$ cat src/rtl/ms_pkg.sv
package ms_pkg;
  typedef enum logic {ST_IDLE, ST_BUSY} ms_state_e;

  localparam int unsigned LFSR_W = 16;

  function automatic logic [LFSR_W-1:0] lfsr_next(input logic [LFSR_W-1:0] s);
    return {s[LFSR_W-2:0], s[15] ^ s[13] ^ s[12] ^ s[10]};
  endfunction
endpackage

$ cat src/rtl/ms_lfsr.sv
module ms_lfsr
  import ms_pkg::*;
#(
  parameter logic [LFSR_W-1:0] SEED = 16'hACE1
) (
  input  logic              clk_i,
  input  logic              rst_ni,
  output logic [LFSR_W-1:0] state_o
);
  logic [LFSR_W-1:0] s_q;

  always_ff @(posedge clk_i or negedge rst_ni) begin
    if (!rst_ni) s_q <= SEED;
    else         s_q <= lfsr_next(s_q);
  end

  assign state_o = s_q;


  lfsr_nonzero_chk: assert property (@(posedge clk_i) disable iff (!rst_ni) s_q != '0)
    else $error("lfsr reached all-zero");
endmodule

$ cat src/rtl/ms_port_mux.sv
module ms_port_mux #(
  parameter int unsigned NUM_PORTS = 4,
  parameter int unsigned W         = 8,
  localparam int unsigned SEL_W    = (NUM_PORTS > 1) ? $clog2(NUM_PORTS) : 1
) (
  input  logic [NUM_PORTS*W-1:0] data_i,
  input  logic [SEL_W-1:0]       sel_i,
  output logic [W-1:0]           data_o
);
  always_comb begin
    data_o = '0;
    for (int p = 0; p < NUM_PORTS; p++) begin
      if (sel_i == SEL_W'(p)) data_o = data_i[p*W +: W];
    end
  end
endmodule

$ cat src/rtl/ms_lat_counter.sv
module ms_lat_counter #(
  parameter int unsigned LAT_W = 8
) (
  input  logic             clk_i,
  input  logic             rst_ni,
  input  logic             clr_i,
  input  logic             en_i,
  output logic [LAT_W-1:0] cnt_o,
  output logic [LAT_W-1:0] cnt_inc_o
);
  localparam logic [LAT_W-1:0] MAXV = '1;
  logic [LAT_W-1:0] cnt_q;

  assign cnt_inc_o = (cnt_q == MAXV) ? MAXV : cnt_q + 1'b1;

  always_ff @(posedge clk_i or negedge rst_ni) begin
    if (!rst_ni)   cnt_q <= '0;
    else if (clr_i) cnt_q <= '0;
    else if (en_i)  cnt_q <= cnt_inc_o;
  end

  assign cnt_o = cnt_q;


  lat_sat_chk: assert property (@(posedge clk_i) disable iff (!rst_ni)
    (en_i && !clr_i && cnt_q == MAXV) |=> (cnt_q == MAXV))
    else $error("latency counter wrapped");


  lat_step_chk: assert property (@(posedge clk_i) disable iff (!rst_ni)
    (en_i && !clr_i && cnt_q != MAXV) |=> (cnt_q == $past(cnt_q) + 1'b1))
    else $error("latency counter skipped");
endmodule

$ cat src/rtl/miss_sampler.sv
module miss_sampler
  import ms_pkg::*;
#(
  parameter int unsigned       NUM_PORTS = 4,
  parameter int unsigned       TAG_W     = 4,
  parameter int unsigned       IA_W      = 16,
  parameter int unsigned       DA_W      = 16,
  parameter int unsigned       LAT_W     = 8,
  parameter int unsigned       SRC_W     = 2,
  parameter logic [LFSR_W-1:0] SEED      = 16'hACE1,
  localparam int unsigned      PSEL_W    = (NUM_PORTS > 1) ? $clog2(NUM_PORTS) : 1
) (
  input  logic                      clk_i,
  input  logic                      rst_ni,
  input  logic [LAT_W-1:0]          lat_min_i,
  input  logic [NUM_PORTS-1:0]      miss_start_i,
  input  logic [NUM_PORTS*TAG_W-1:0] miss_tag_i,
  input  logic [NUM_PORTS*IA_W-1:0] miss_iaddr_i,
  input  logic [NUM_PORTS*DA_W-1:0] miss_daddr_i,
  input  logic [NUM_PORTS-1:0]      miss_is_data_i,
  input  logic [NUM_PORTS-1:0]      miss_tlb_i,
  input  logic [NUM_PORTS-1:0]      done_i,
  input  logic [NUM_PORTS*TAG_W-1:0] done_tag_i,
  input  logic [NUM_PORTS*SRC_W-1:0] done_tlb_src_i,
  output logic [IA_W-1:0]           log_iaddr_o,
  output logic [DA_W-1:0]           log_daddr_o,
  output logic [LAT_W-1:0]          log_lat_o,
  output logic [PSEL_W-1:0]         log_port_o,
  output logic                      log_is_data_o,
  output logic                      log_tlb_o,
  output logic [SRC_W-1:0]          log_tlb_src_o,
  output logic                      log_valid_o,
  output logic                      sample_evt_o
);
  localparam int unsigned SB_W = 1 + TAG_W + IA_W + DA_W + 2;
  localparam int unsigned DB_W = 1 + TAG_W + SRC_W;

  // random source: port pick in low bits, 3-bit grant field above it
  logic [LFSR_W-1:0] rnd;
  logic [PSEL_W-1:0] elig_port;
  logic              grant;

  ms_lfsr #(.SEED(SEED)) u_lfsr (
    .clk_i  (clk_i),
    .rst_ni (rst_ni),
    .state_o(rnd)
  );

  assign elig_port = rnd[PSEL_W-1:0];
  assign grant     = (rnd[PSEL_W+2:PSEL_W] == 3'b000);

  // per-port bundles
  logic [NUM_PORTS*SB_W-1:0] sb_all;
  logic [NUM_PORTS*DB_W-1:0] db_all;

  for (genvar p = 0; p < NUM_PORTS; p++) begin : g_bundle
    assign sb_all[p*SB_W +: SB_W] = {miss_start_i[p],
                                     miss_tag_i[p*TAG_W +: TAG_W],
                                     miss_iaddr_i[p*IA_W +: IA_W],
                                     miss_daddr_i[p*DA_W +: DA_W],
                                     miss_is_data_i[p],
                                     miss_tlb_i[p]};
    assign db_all[p*DB_W +: DB_W] = {done_i[p],
                                     done_tag_i[p*TAG_W +: TAG_W],
                                     done_tlb_src_i[p*SRC_W +: SRC_W]};
  end

  logic [SB_W-1:0] sb_sel;
  logic [DB_W-1:0] db_sel;
  logic [PSEL_W-1:0] trk_port_q;

  ms_port_mux #(.NUM_PORTS(NUM_PORTS), .W(SB_W)) u_start_mux (
    .data_i(sb_all),
    .sel_i (elig_port),
    .data_o(sb_sel)
  );

  ms_port_mux #(.NUM_PORTS(NUM_PORTS), .W(DB_W)) u_done_mux (
    .data_i(db_all),
    .sel_i (trk_port_q),
    .data_o(db_sel)
  );

  logic             s_start, s_isd, s_tlb;
  logic [TAG_W-1:0] s_tag;
  logic [IA_W-1:0]  s_ia;
  logic [DA_W-1:0]  s_da;
  logic             d_done;
  logic [TAG_W-1:0] d_tag;
  logic [SRC_W-1:0] d_src;

  assign {s_start, s_tag, s_ia, s_da, s_isd, s_tlb} = sb_sel;
  assign {d_done, d_tag, d_src}                     = db_sel;

  // control
  ms_state_e        state_q;
  logic [TAG_W-1:0] tag_q;
  logic [IA_W-1:0]  ia_q;
  logic [DA_W-1:0]  da_q;
  logic             isd_q, tlb_q;
  logic             take, hit, keep;
  logic [LAT_W-1:0] lat_cnt, lat_fin;

  assign take = (state_q == ST_IDLE) && s_start && grant;
  assign hit  = (state_q == ST_BUSY) && d_done && (d_tag == tag_q);
  assign keep = hit && (lat_fin >= lat_min_i);

  ms_lat_counter #(.LAT_W(LAT_W)) u_lat (
    .clk_i    (clk_i),
    .rst_ni   (rst_ni),
    .clr_i    (take),
    .en_i     (state_q == ST_BUSY),
    .cnt_o    (lat_cnt),
    .cnt_inc_o(lat_fin)
  );

  always_ff @(posedge clk_i or negedge rst_ni) begin
    if (!rst_ni) begin
      state_q    <= ST_IDLE;
      trk_port_q <= '0;
      tag_q      <= '0;
      ia_q       <= '0;
      da_q       <= '0;
      isd_q      <= 1'b0;
      tlb_q      <= 1'b0;
    end else begin
      case (state_q)
        ST_IDLE: if (take) begin
          state_q    <= ST_BUSY;
          trk_port_q <= elig_port;
          tag_q      <= s_tag;
          ia_q       <= s_ia;
          da_q       <= s_isd ? s_da : '0;
          isd_q      <= s_isd;
          tlb_q      <= s_tlb;
        end
        ST_BUSY: if (hit) state_q <= ST_IDLE;
        default: state_q <= ST_IDLE;
      endcase
    end
  end

  // log registers
  always_ff @(posedge clk_i or negedge rst_ni) begin
    if (!rst_ni) begin
      log_iaddr_o   <= '0;
      log_daddr_o   <= '0;
      log_lat_o     <= '0;
      log_port_o    <= '0;
      log_is_data_o <= 1'b0;
      log_tlb_o     <= 1'b0;
      log_tlb_src_o <= '0;
      log_valid_o   <= 1'b0;
      sample_evt_o  <= 1'b0;
    end else begin
      sample_evt_o <= keep;
      if (keep) begin
        log_iaddr_o   <= ia_q;
        log_daddr_o   <= da_q;
        log_lat_o     <= lat_fin;
        log_port_o    <= trk_port_q;
        log_is_data_o <= isd_q;
        log_tlb_o     <= tlb_q;
        log_tlb_src_o <= tlb_q ? d_src : '0;
        log_valid_o   <= 1'b1;
      end
    end
  end


  busy_hold_chk: assert property (@(posedge clk_i) disable iff (!rst_ni)
    (state_q == ST_BUSY) |=> ($stable(ia_q) && $stable(tag_q) && $stable(trk_port_q)))
    else $error("tracked miss replaced while busy");


  evt_pulse_chk: assert property (@(posedge clk_i) disable iff (!rst_ni)
    sample_evt_o |=> !sample_evt_o)
    else $error("event longer than one cycle");


  log_hold_chk: assert property (@(posedge clk_i) disable iff (!rst_ni)
    !sample_evt_o |-> ($stable(log_iaddr_o) && $stable(log_lat_o)))
    else $error("log changed without event");


  evt_min_chk: assert property (@(posedge clk_i) disable iff (!rst_ni)
    sample_evt_o |-> (log_lat_o >= $past(lat_min_i)))
    else $error("sample below threshold logged");


  valid_sticky_chk: assert property (@(posedge clk_i) disable iff (!rst_ni)
    log_valid_o |=> log_valid_o)
    else $error("valid dropped");


  take_idle_chk: assert property (@(posedge clk_i) disable iff (!rst_ni)
    (state_q == ST_IDLE && !take) |=> (state_q == ST_IDLE))
    else $error("left idle without a granted start");
endmodule

$ cat config.mk
export PLATFORM = sky130hd
export DESIGN_NAME = miss_sampler
export DESIGN_NICKNAME = d
export VERILOG_FILES = /design/src/rtl/ms_pkg.sv /design/src/rtl/ms_lfsr.sv /design/src/rtl/ms_port_mux.sv /design/src/rtl/ms_lat_counter.sv /design/src/rtl/miss_sampler.sv
export SDC_FILE = /design/constraint.sdc
export NUM_CORES = 1
export LEC_CHECK = 0
export ABC_AREA = 1
export BUFFER_PORTS_ARGS = -buffer_cell sky130_fd_sc_hd__buf_2
export CORE_MARGIN = 1
export CORE_UTILIZATION = 49
export CTS_BUF_LIST = sky130_fd_sc_hd__clkbuf_16
export DETAILED_ROUTE_END_ITERATION = 10
export PLACE_DENSITY = 0.82
export SETUP_SLACK_MARGIN = 0.02
export SYNTH_ARGS = -nofsm -noshare
export SYNTH_HDL_FRONTEND = slang
export SYNTH_SLANG_ARGS = --single-unit
$ cat constraint.sdc
create_clock -name clk_i -period 2.96 [get_ports clk_i]
set_clock_uncertainty 0.15 [all_clocks]
set_input_delay 0.296 -clock clk_i [delete_from_list [all_inputs] [get_ports clk_i]]
set_output_delay 0.296 -clock clk_i [all_outputs]
set_load 0.01 [all_outputs]
==> summary.txt, run 1 <==
Yosys
  • Adder-cell share of the synthesized area: 0.0193
  • Number of warnings issued by yosys: 0
  • Fraction of synthesized area in multiplexers: 0
  • Fraction of registers with async set/reset: 1.00
  • Library cells used by synthesis: 33
  • Sequential share of the synthesized area: 0.486
  • Post-synth top area share: 0.450
  • Simple-gate area share of the yosys netlist: 0.303
  • Syn nets: approximately 960
  • Area contributors post-synth: dfrtp_1, nand2_1, o21ai_0, nand4_1, nand3_1
  • Largest family of logic cells by synthesized area: simple AND/OR/NAND/NOR gates
  • Ys flop type: dfrtp_1
  • Xor/xnor share of the synthesized area: 0.00450
  • Seq cells post-synth: 113
  • Leading area contributor after synthesis: dfrtp_1
  • Top cells by count, synth: nand2_1, dfrtp_1, o21ai_0, nand3_1, nand4_1
  • Most common cell in the synthesized netlist: nand2_1
  • EDFF count, synth: 0
  • Syn Std Cell Area: approximately 5800 um2
  • Avg Inst Size Synth: around 7.8 um2
  • Syn Inst Count: roughly 750
  • Synth Area in Compound Gates: 0.116

Clock network
  • Num CTS Buffers: 17
  • Root Buffer: clkbuf_16
  • Sink Count: 113
  • Clock slew at reported path FFs: approximately 0.06 ns
  • Clock latency on the worst-skew pair: ~0.40 ns
  • H-tree levels: 4
  • CTS tree: done
  • Worst-case clock buffer depth: 2

Flow run
  • Max-cap viol count: 0

Timing
  • Slew HR: 0.663
  • Pins Over Slew Limit: 0
  • Peak Freq: 349 MHz
  • Final setup viols: 0
  • WHS: roughly 0.015 ns
  • Worst Tran Pin Value: slightly above 0.5 ns
  • Worst Setup Slack, final: around 0.09 ns
  • Final hold violation count: 0
  • Fin Setup TNS: 0 ns
  • Minimum clock period: around 2.9 ns
  • Final period util: 0.969

Floorplanning
  • Starting Density: 0.507
  • IO Pins: roughly 240
  • Core Box Area: 11500 um2
  • Total Die Area: 12400 um2
  • Rows: 39
  • Die Height: about 110 um
  • Die W: around 110 um

Routing
  • Post-DR vias/cell: around 5.4
  • Average wire per standard cell: between 15 and 20 um
  • Total number of vias: 6195
  • DRC: 16
  • TritonRoute pass-1 iters: 9
  • Initial drt markers: approximately 500
  • DRT antenna net count: 0
  • WL final: between 15000 and 20000 um

Finish
  • Util after Layout: 0.692
  • Share of cells above drive strength 1: 0.329
  • Area Overhead vs Synth: 36.5%
  • Post-route cell area: roughly 8000 um2
  • Ant. Diodes: 0
  • Fin nets: 1196

Critical path
  • Flop2flop setup slack: 0.09 ns
  • Delay-heaviest family, CP: simple AND/OR/NAND/NOR gates
  • Max incr delay on CP: ~0.42 ns
  • Crit-path max FO: 8
  • Crit path kind: register to register
  • CP endpoint kind: register
  • Arr. time, crit path: 3.00 ns
  • Critical Path RT: between 3 and 4 ns
  • Critical-path top delay cell: dfrtp_1
  • Most frequent cell on the critical path: nand2_1
  • WP buf/inv: 3
  • Worst-path cell chain: ha_2 > nand2_1 > inv_2 > nand3_2 > nor2_2 > nand2_1 > nand2_1 > inv_1 > ha_1 > nand2_1 > nor2_2 > nand4_1 > nand3_4 > nand3_4 > clkbuf_16 > nand2_1 > nand2_1
  • Startpoint Class: register

Placed design
  • Pre-CTS WS: 0.148 ns
  • Gpl congestion: about 0.91
  • I/O Buffers: around 240
  • Post-DP HPWL: approximately 12000 um
  • Post-place instance area: roughly 7200 um2

Global routing
  • First-pass GRT wire length: roughly 28000 um
  • Vias in the first global route: roughly 5700
  • Largest net degree at the start of global routing: between 90 and 100
  • Gr usage total: 0.284
  • Initial antenna violation count: 0
  • Grt total ovfl: 0

Outcome
  • Status: finished, violations left
  • Failing checks: DRC

Power
  • VDD IR max: 0.418 mV
  • Leak pwr: 0.00442 uW
  • Pwr Density: roughly 800 nW/um2

Min path
  • Hold Path Class: primary input to register
==> worst min-delay path, cell delays in order <==
cell,delay [ns]
buf_2,0.07
a21oi_1,0.05
o21ai_1,0.11
==> worst paths after layout <==
check                                  startpoint                  to  cells after the start
min in group asynchronous                  rst_ni      log_daddr_o[7]                      2
worst min-delay path             miss_iaddr_i[62]            ia_q[14]                      3
worst min register to register  u_lfsr.state_o[9]  u_lfsr.state_o[10]                      0
max in group asynchronous                  rst_ni   u_lfsr.state_o[5]                      3
worst max-delay path               u_lat.cnt_o[0]        log_lat_o[5]                     17
worst max register to register     u_lat.cnt_o[0]        log_lat_o[5]                     17
==> cell type report <==
type                            count  area [um2]
Fill cell                         982        3550
Tap cell                          143         179
Clock buffer                       17         425
Multi-Input combinational cell    555        2670
Sequential cell                   113        2840
Timing Repair Buffer              268        1520
Clock inverter                     15         193
Inverter                           38         143
==> cell families (layout without fill, tap and decap cells) <==
logic type,count (synthesis),in the layout
and+or+nand+nor,414,414
DFF,113,113
adders and majority gates,9,9
xor gates and xnor gates,3,3
AOI/OAI and AO/OA,129,129
buffers and inverters,85,338
==> placed cells by master (no fill, tap or decap), types with 4 or more instances in the layout <==
cell	n
nand2_1	290
nor2_1	7
inv_1	34
buf_12	4
dfstp_2	8
dfrtp_1	105
nor2_2	4
o21ai_0	72
inv_2	6
nand3_1	45
ha_1	7
o21ai_1	12
buf_2	240
a21oi_1	31
nand4_1	49
clkbuf_16	20
bufinv_16	4
o22ai_1	7
buf_4	18
==> per-stage QoR <==
step	power, uW	std cells
6_report	6400	1149
5_1_grt	6780	1149
4_1_cts	6320	1143
3_5_place_dp	4170	1110
3_3_place_gp	4120	1110
2_1_floorplan	3420	753
==> flip-flops by register name (all words and copies together), names as in the netlist, 2 cells and up <==
name            count
da_q               16
ia_q               16
log_daddr_o        16
log_iaddr_o        16
log_lat_o           8
log_port_o          2
log_tlb_src_o       2
tag_q               4
trk_port_q          2
u_lat.cnt_o         8
u_lfsr.state_o     16
==> metal layers <==
metal / vias up / part of all wire / track usage
met1: 2888 / 0.42 / 0.377
met3: 25 / 0.072 / 0.0585
met4: 0 / 0.013 / 0.0766
li1: 3002 / - / -
met2: 280 / 0.50 / 0.473
met5: - / 0 / 0
==> what timing repair did <==
item,CTS,global route
hold buffers,1,0
setup buffers,0,2
setup endpoints to repair,0,46
endpoints found under the hold margin,17,0
resized for setup,0,15
==> report_power, final <==
| part | internal, uW | switching [uW] |
|---|---|---|
| clock network | 1400 | 720 |
| logic | 742 | 1190 |
| registers | 2020 | 328 |
| total | 4160 | 2240 |
Power figures use the tool's default switching activity.
==> inputs of run 2 (changes only) <==
- CELL_PAD_IN_SITES_DETAIL_PLACEMENT: unset -> 0
- CELL_PAD_IN_SITES_GLOBAL_PLACEMENT: unset -> 2
- CORE_UTILIZATION: 49 -> 26
- PLACE_DENSITY: 0.82 -> 0.81
==> run 2 against run 1 <==
The flow still finishes with violations (DRC). Largest cell class unchanged. Global-route usage down 11 points. Register-to-register slack improved by 0.17 ns. Clock power up 6%. Via count is 6.2% lower. First-iteration DRC count fell by 21%. Non-clock buffer count shrank 3.
==> summary.txt, run 2 (synthesis results as in run 1) <==
Power
  • Leak pwr: 0.00440 uW (-0.40%)
  • Total power: 6480 uW (+1.2%)
  • Pwr Density: 803 nW/um2 (about the same)
  • VDD IR max: 0.441 mV (+5.6%)

Min path
  • Hold Path Class: primary input to register

Clock network
  • Sink Count: 113 (unchanged)
  • CTS tree: done
  • Worst-case clock buffer depth: 2 (unchanged)
  • H-tree levels: 4 (unchanged)
  • Root Buffer: clkbuf_16
  • Num CTS Buffers: 17 (unchanged)
  • Clock slew at reported path FFs: 0.05 ns (about the same)
  • Clock latency on the worst-skew pair: 0.41 ns (about the same)

Finish
  • Most frequent cells in the layout: nand2_1, buf_2, dfrtp_1
  • Most common cell after layout, fill and taps aside: nand2_1
  • Share of cells above drive strength 1: 0.321 (-0.00799)
  • Area Overhead vs Synth: 38.1%
  • Post-route cell area: 8070 um2 (+1.2%)
  • Fin nets: 1193 (-0.25%)
  • Ant. Diodes: 0 (unchanged)
  • Util after Layout: 0.367 (-0.325)

Critical path
  • CP endpoint kind: register
  • Crit path kind: register to register
  • Startpoint Class: register
  • Crit-path max FO: 36 (+28)
  • Arr. time, crit path: 2.84 ns (-0.16 ns)
  • Critical Path RT: 3.10 ns (about the same)

Routing
  • Total number of vias: 5810 (-6.2%)
  • Initial drt markers: 395 (-21%)
  • DRT antenna net count: 0 (unchanged)
  • WL final: 19700 um (+12%)
  • DRC: 7 (-9)
  • TritonRoute pass-1 iters: 7 (-2)
  • Average wire per standard cell: 15.4 um (about the same)
  • Post-DR vias/cell: 4.53 (-16%)

Timing
  • Worst Setup Slack, final: 0.264 ns (+0.173 ns)
  • Fin Setup TNS: 0 ns (unchanged)
  • RSZ-0062 raised after global routing: false
  • Final period util: 0.911 (-0.0584)
  • Slew HR: 0.515 (-0.148)
  • Final setup viols: 0 (unchanged)
  • Final hold violation count: 0 (unchanged)
  • Peak Freq: 371 MHz (+6.4%)
  • Worst Tran Pin Value: 0.727 ns (+0.222 ns)
  • Pins Over Slew Limit: 0 (unchanged)
  • Minimum clock period: 2.70 ns (-0.173 ns)

Floorplanning
  • Starting Density: 0.266 (-0.241)
  • Die Height: 152 um (+37%)
  • IO Pins: 242 (unchanged)
  • Core Box Area: 22000 um2 (+91%)
  • Total Die Area: 23100 um2 (+87%)
  • Die W: 152 um (+37%)
  • Rows: 54 (+38%)

Placed design
  • Pre-CTS WS: 0.119 ns (-0.0298 ns)
  • Post-place instance area: 7370 um2 (+2.8%)
  • Post-DP HPWL: 15000 um (+21%)
  • I/O Buffers: 241 (unchanged)
  • Gpl congestion: 0.861 (-4.9%)

Outcome
  • Status: finished, violations left
  • Failing checks: DRC

Global routing
  • Largest net degree at the start of global routing: 55 (-43%)
  • First-pass GRT wire length: 31600 um (+15%)
  • Initial antenna violation count: 0 (unchanged)
  • Grt total ovfl: 0 (unchanged)
  • Gr usage total: 0.175 (-0.108)
  • Vias in the first global route: 5777 (+2.1%)

Flow run
  • Max-cap viol count: 0 (unchanged)
## run 2: cell count changes in the layout (fill, tap and decap cells not counted), sizes merged
cell	change
bufinv	+2
clkinv	+1
clkbuf	-3
inv	-3
## run 2: final cells by class
type | count | area (um2)
Timing Repair Buffer | 265 | 1440
Multi-Input combinational cell | 555 | 2650
Fill cell | 2306 | 13900
Clock buffer | 17 | 425
Sequential cell | 113 | 2840
Inverter | 38 | 143
Clock inverter | 15 | 221
Tap cell | 280 | 350
## run 2: where the power goes
group	internal, uW	total (uW)	switching [uW]
clock network	1560	2250	692
logic	699	1890	1190
registers	2020	2340	319
## run 2: metrics by stage
step           instances  hold slack [ns]
2_1_floorplan        753           -0.150
6_report            1283           0.0124
4_1_cts             1282          0.00658
3_3_place_gp        1249            0.184
3_5_place_dp        1249            0.191
5_1_grt             1283           0.0144
## run 2: routing by layer
layer,routed length [um],global-route usage
met1,9320,0.236
met3,794,0.0302
met4,392,0.0612
met2,9220,0.285
met5,0,0
## run 2: timing repair
item,in CTS,in global routing
endpoints found under the hold margin,43,0
setup buffers,0,1
gates resized for setup,0,8
setup endpoints to repair,0,48
hold buffers,1,0
## run 2: final timing paths
path / slack [ns] / from / depth (start not counted) / to
min reg2reg: 0.20 / u_lfsr.state_o[8] / 0 / u_lfsr.state_o[9]
min in group asynchronous: 0.32 / rst_ni / 2 / da_q[1]
max in group asynchronous: 1.60 / rst_ni / 3 / log_iaddr_o[5]
max: 0.26 / u_lat.cnt_o[1] / 17 / log_daddr_o[11]
max reg2reg: 0.26 / u_lat.cnt_o[1] / 17 / log_daddr_o[11]
min: 0.01 / miss_tag_i[12] / 3 / tag_q[0]
## run 2: critical path, stage by stage, from the launching register on
cell and delay [ns]:
dfrtp_1 0.39, ha_1 0.18, nand2_1 0.06, inv_1 0.09, nand3_2 0.11, nor2_4 0.13
nand2_1 0.07, nand2_1 0.10, inv_1 0.08, ha_1 0.27, nand2_1 0.06, nor2_1 0.15
nand4_1 0.12, nand3_2 0.14, nand3_2 0.12, buf_12 0.19, nand2_1 0.08, nand2_1 0.05
==> inputs of run 3 (changes only) <==
- ABC_AREA: 1 -> unset
- CORE_UTILIZATION: 26 -> 30
- PLACE_DENSITY: 0.81 -> 0.82
==> run 3 against run 2 <==
The flow still finishes with violations (DRC). First-iteration DRC count fell by 66%. Non-clock buffer count increased by 11. Critical path type unchanged. Final area is 1.8% higher. Synthesized area down 3.6%.
==> summary.txt, run 3 <==
Yosys
  • Top cells by count, synth: nand2_1, dfrtp_1, mux4_2, mux2_2, clkbuf_1
  • Most common cell in the synthesized netlist: nand2_1
  • Fraction of registers with async set/reset: 1.00 (unchanged)
  • Syn Inst Count: 450 (-40%)
  • Ys flop type: dfrtp_1
  • Sequential share of the synthesized area: 0.504 (+0.0184)
  • Post-synth top area share: 0.467 (+0.0170)
  • Number of warnings issued by yosys: 0 (unchanged)
  • Syn Std Cell Area: 5630 um2 (-3.6%)
  • Seq cells post-synth: 113 (unchanged)
  • Area contributors post-synth: dfrtp_1, mux4_2, nand2_1, mux2_2, dfstp_2
  • EDFF count, synth: 0 (unchanged)
  • Library cells used by synthesis: 39 (+18%)
  • Avg Inst Size Synth: 12.5 um2 (+61%)
  • Syn nets: 653 (-32%)
  • Leading area contributor after synthesis: dfrtp_1

Critical path
  • CP startpoint: u_lat.cnt_o[1]
  • RR Endpoint: log_is_data_o
  • R2R Path Start: u_lat.cnt_o[1]
  • Flop2flop setup slack: 0.06 ns (-0.20 ns)
  • Arr. time, crit path: 3.04 ns (+0.20 ns)
  • Crit-path max FO: 7 (-81%)
  • Reg2reg path depth: 13 (-4)
  • Critical-path top delay cell: dfrtp_1
  • CP endpoint kind: register
  • Critical Path RT: 3.10 ns (about the same)
  • Startpoint Class: register
  • Worst-path cell chain: ha_2 > and3_4 > nand3_4 > buf_4 > nand2b_1 > ha_1 > a211oi_4 > o221ai_2 > o21ai_2 > nor3_4 > buf_12 > clkbuf_16 > mux2_4
  • Crit path kind: register to register
  • Max incr delay on CP: 0.41 ns (+0.02 ns)

Placed design
  • I/O Buffers: 241 (unchanged)
  • Placed Instances: 908 (-27%)
  • Post-place instance area: 7180 um2 (-2.5%)
  • Post-DP HPWL: 12000 um (-20%)
  • Gpl congestion: 0.816 (-5.2%)

Timing
  • Fin Setup TNS: 0 ns (unchanged)
  • Minimum clock period: 2.90 ns (+0.200 ns)
  • Final hold violation count: 0 (unchanged)
  • Pins Over Slew Limit: 0 (unchanged)
  • Peak Freq: 345 MHz (-6.9%)
  • Slew HR: 0.581 (+0.0658)
  • Worst Tran Pin Value: 0.622 ns (-0.105 ns)
  • RSZ-0062 raised after global routing: true
  • Final period util: 0.979 (+0.0677)
  • Final setup viols: 0 (unchanged)

Floorplanning
  • IO Pins: 242 (unchanged)
  • Die W: 139 um (-8.5%)
  • Die Height: 139 um (-8.5%)
  • Rows: 49 (-9.3%)
  • Total Die Area: 19300 um2 (-16%)
  • Starting Density: 0.310 (+0.0441)
  • Core Box Area: 18100 um2 (-17%)

Global routing
  • Vias in the first global route: 5071 (-12%)
  • Gr usage total: 0.177 (+0.00199)
  • Grt total ovfl: 0 (unchanged)
  • First-pass GRT wire length: 26300 um (-17%)
  • Largest net degree at the start of global routing: 76 (+38%)
  • Initial antenna violation count: 5 (+5)

Routing
  • Post-DR vias/cell: 4.82 (+6.5%)
  • WL final: 16800 um (-15%)
  • DRT antenna net count: 0 (unchanged)
  • Initial drt markers: 136 (-66%)
  • Total number of vias: 4622 (-20%)
  • DRC: 26 (+19)
  • TritonRoute pass-1 iters: 8 (+1)
  • Average wire per standard cell: 17.6 um (+14%)

Finish
  • Most common cell after layout, fill and taps aside: buf_2
  • Fillers: 1733 (-25%)
  • Fin nets: 917 (-23%)
  • Final Non-Filler Cells: 958 (-25%)
  • Share of cells above drive strength 1: 0.563 (+0.242)
  • Area Overhead vs Synth: 45.8%
  • Post-route cell area: 8210 um2 (+1.8%)
  • Most frequent cells in the layout: buf_2, nand2_1, dfrtp_1

Clock network
  • Num CTS Buffers: 17 (unchanged)
  • CTS tree: done
  • Root Buffer: clkbuf_16
  • Worst-case clock buffer depth: 2 (unchanged)
  • Clock slew at reported path FFs: 0.05 ns (about the same)
  • H-tree levels: 4 (unchanged)
  • Sink Count: 113 (unchanged)
  • Clock latency on the worst-skew pair: 0.41 ns (about the same)

Outcome
  • Status: finished, violations left
  • Failing checks: DRC

Power
  • Clock Power Share: 0.328 (-0.019)
  • Internal power: 4410 uW (+3.1%)
  • Combinational power share: 0.298 (+0.006)
  • Total power: 6330 uW (-2.2%)
  • Reg power frac: 0.374 (+0.013)
  • Leak pwr: 0.00416 uW (-5.4%)
  • Psw: 1930 uW (-13%)
  • Sw Share: 0.304 (-0.0361)
  • Pwr Density: 772 nW/um2 (-3.9%)
  • VDD IR max: 0.425 mV (-3.8%)

Flow run
  • Max-cap viol count: 0 (unchanged)

Min path
  • Hold Path Class: primary input to register
  • Hold path startpoint: miss_start_i[2]
  • Worst Hold End: trk_port_q[0]
  • WHS Path Cells: 3 (unchanged)
## run 3: how the worst max path moves through the flow
| stage | to | slack [ns] | cells after the start |
|---|---|---|---|
| 2_1_floorplan | log_daddr_o[13] | 0.02 | 14 |
| 3_3_place_gp | log_daddr_o[0] | -0.009 | 12 |
| 3_5_place_dp | log_daddr_o[8] | -0.06 | 12 |
| 4_1_cts | log_iaddr_o[11] | -0.04 | 13 |
| 5_1_grt | log_daddr_o[9] | -0.02 | 12 |
| 6_report | log_is_data_o | 0.06 | 13 |
## run 3: area by class of cell
type	count	area (um2)	share of cell area
sequential	113	2840	0.346
tap	229	287	0.0349
timing repair buffer	276	1620	0.197
clock buffer	17	425	0.0518
clock inverter	14	171	0.0209
antenna	3	7.51	0.000915
inverter	12	45.0	0.00549
multi-input combinational	294	2810	0.343
## run 3: worst max-delay path: cells and delay by family (launching register included)
family / cells / cell delay (ns)
AOI/OAI and AO/OA: 3 / 0.35
and+or+nand+nor: 4 / 0.51
buffers and inverters: 3 / 0.51
adders and majority gates: 2 / 0.53
muxes: 1 / 0.30
DFF: 1 / 0.41
## run 3: through the flow
step / setup slack [ns] / hold WS (ns) / util
floorplan: 0.0211 / -0.150 / -
global placement: -0.00943 / 0.137 / 0.396
detailed placement: -0.0617 / 0.152 / 0.396
CTS: -0.0433 / 0.119 / 0.439
global route: -0.0189 / 0.134 / 0.452
finish: 0.0634 / 0.127 / 0.452
## run 3: routing by layer
layer  global-route usage  vias up  wire length (um)
li1                     -     2132                 -
met1                0.198     2285              6760
met2                0.316      173              8600
met3               0.0552       28              1140
met4               0.0684        4               307
met5                    0        -                30
## run 3: kinds of logic after synthesis
| family | count (synthesis) | synth area share |
|---|---|---|
| buf+inv | 43 | 0.0358 |
| compound gates | 24 | 0.0278 |
| flops | 113 | 0.504 |
| simple gates | 151 | 0.114 |
| xor+xnor | 12 | 0.0187 |
| mux | 98 | 0.280 |
| fa+ha+maj | 9 | 0.0200 |
## run 3: what timing repair did
action	CTS	global route
gates resized for setup	18	28
hold endpoints to repair	38	0
setup endpoints to repair	44	47
setup buffers	5	5
pin swaps	2	8
hold buffers	1	0
cloned	1	4
## run 3: power groups by stage
stage / sequential (uW) / combinational [uW] / clock [uW]
global placement: 2360 / 1610 / 0
global route: 2430 / 2110 / 2190
CTS: 2360 / 1750 / 2110
detailed placement: 2380 / 1650 / 0
finish: 2370 / 1890 / 2080
floorplan: 2340 / 965 / 0
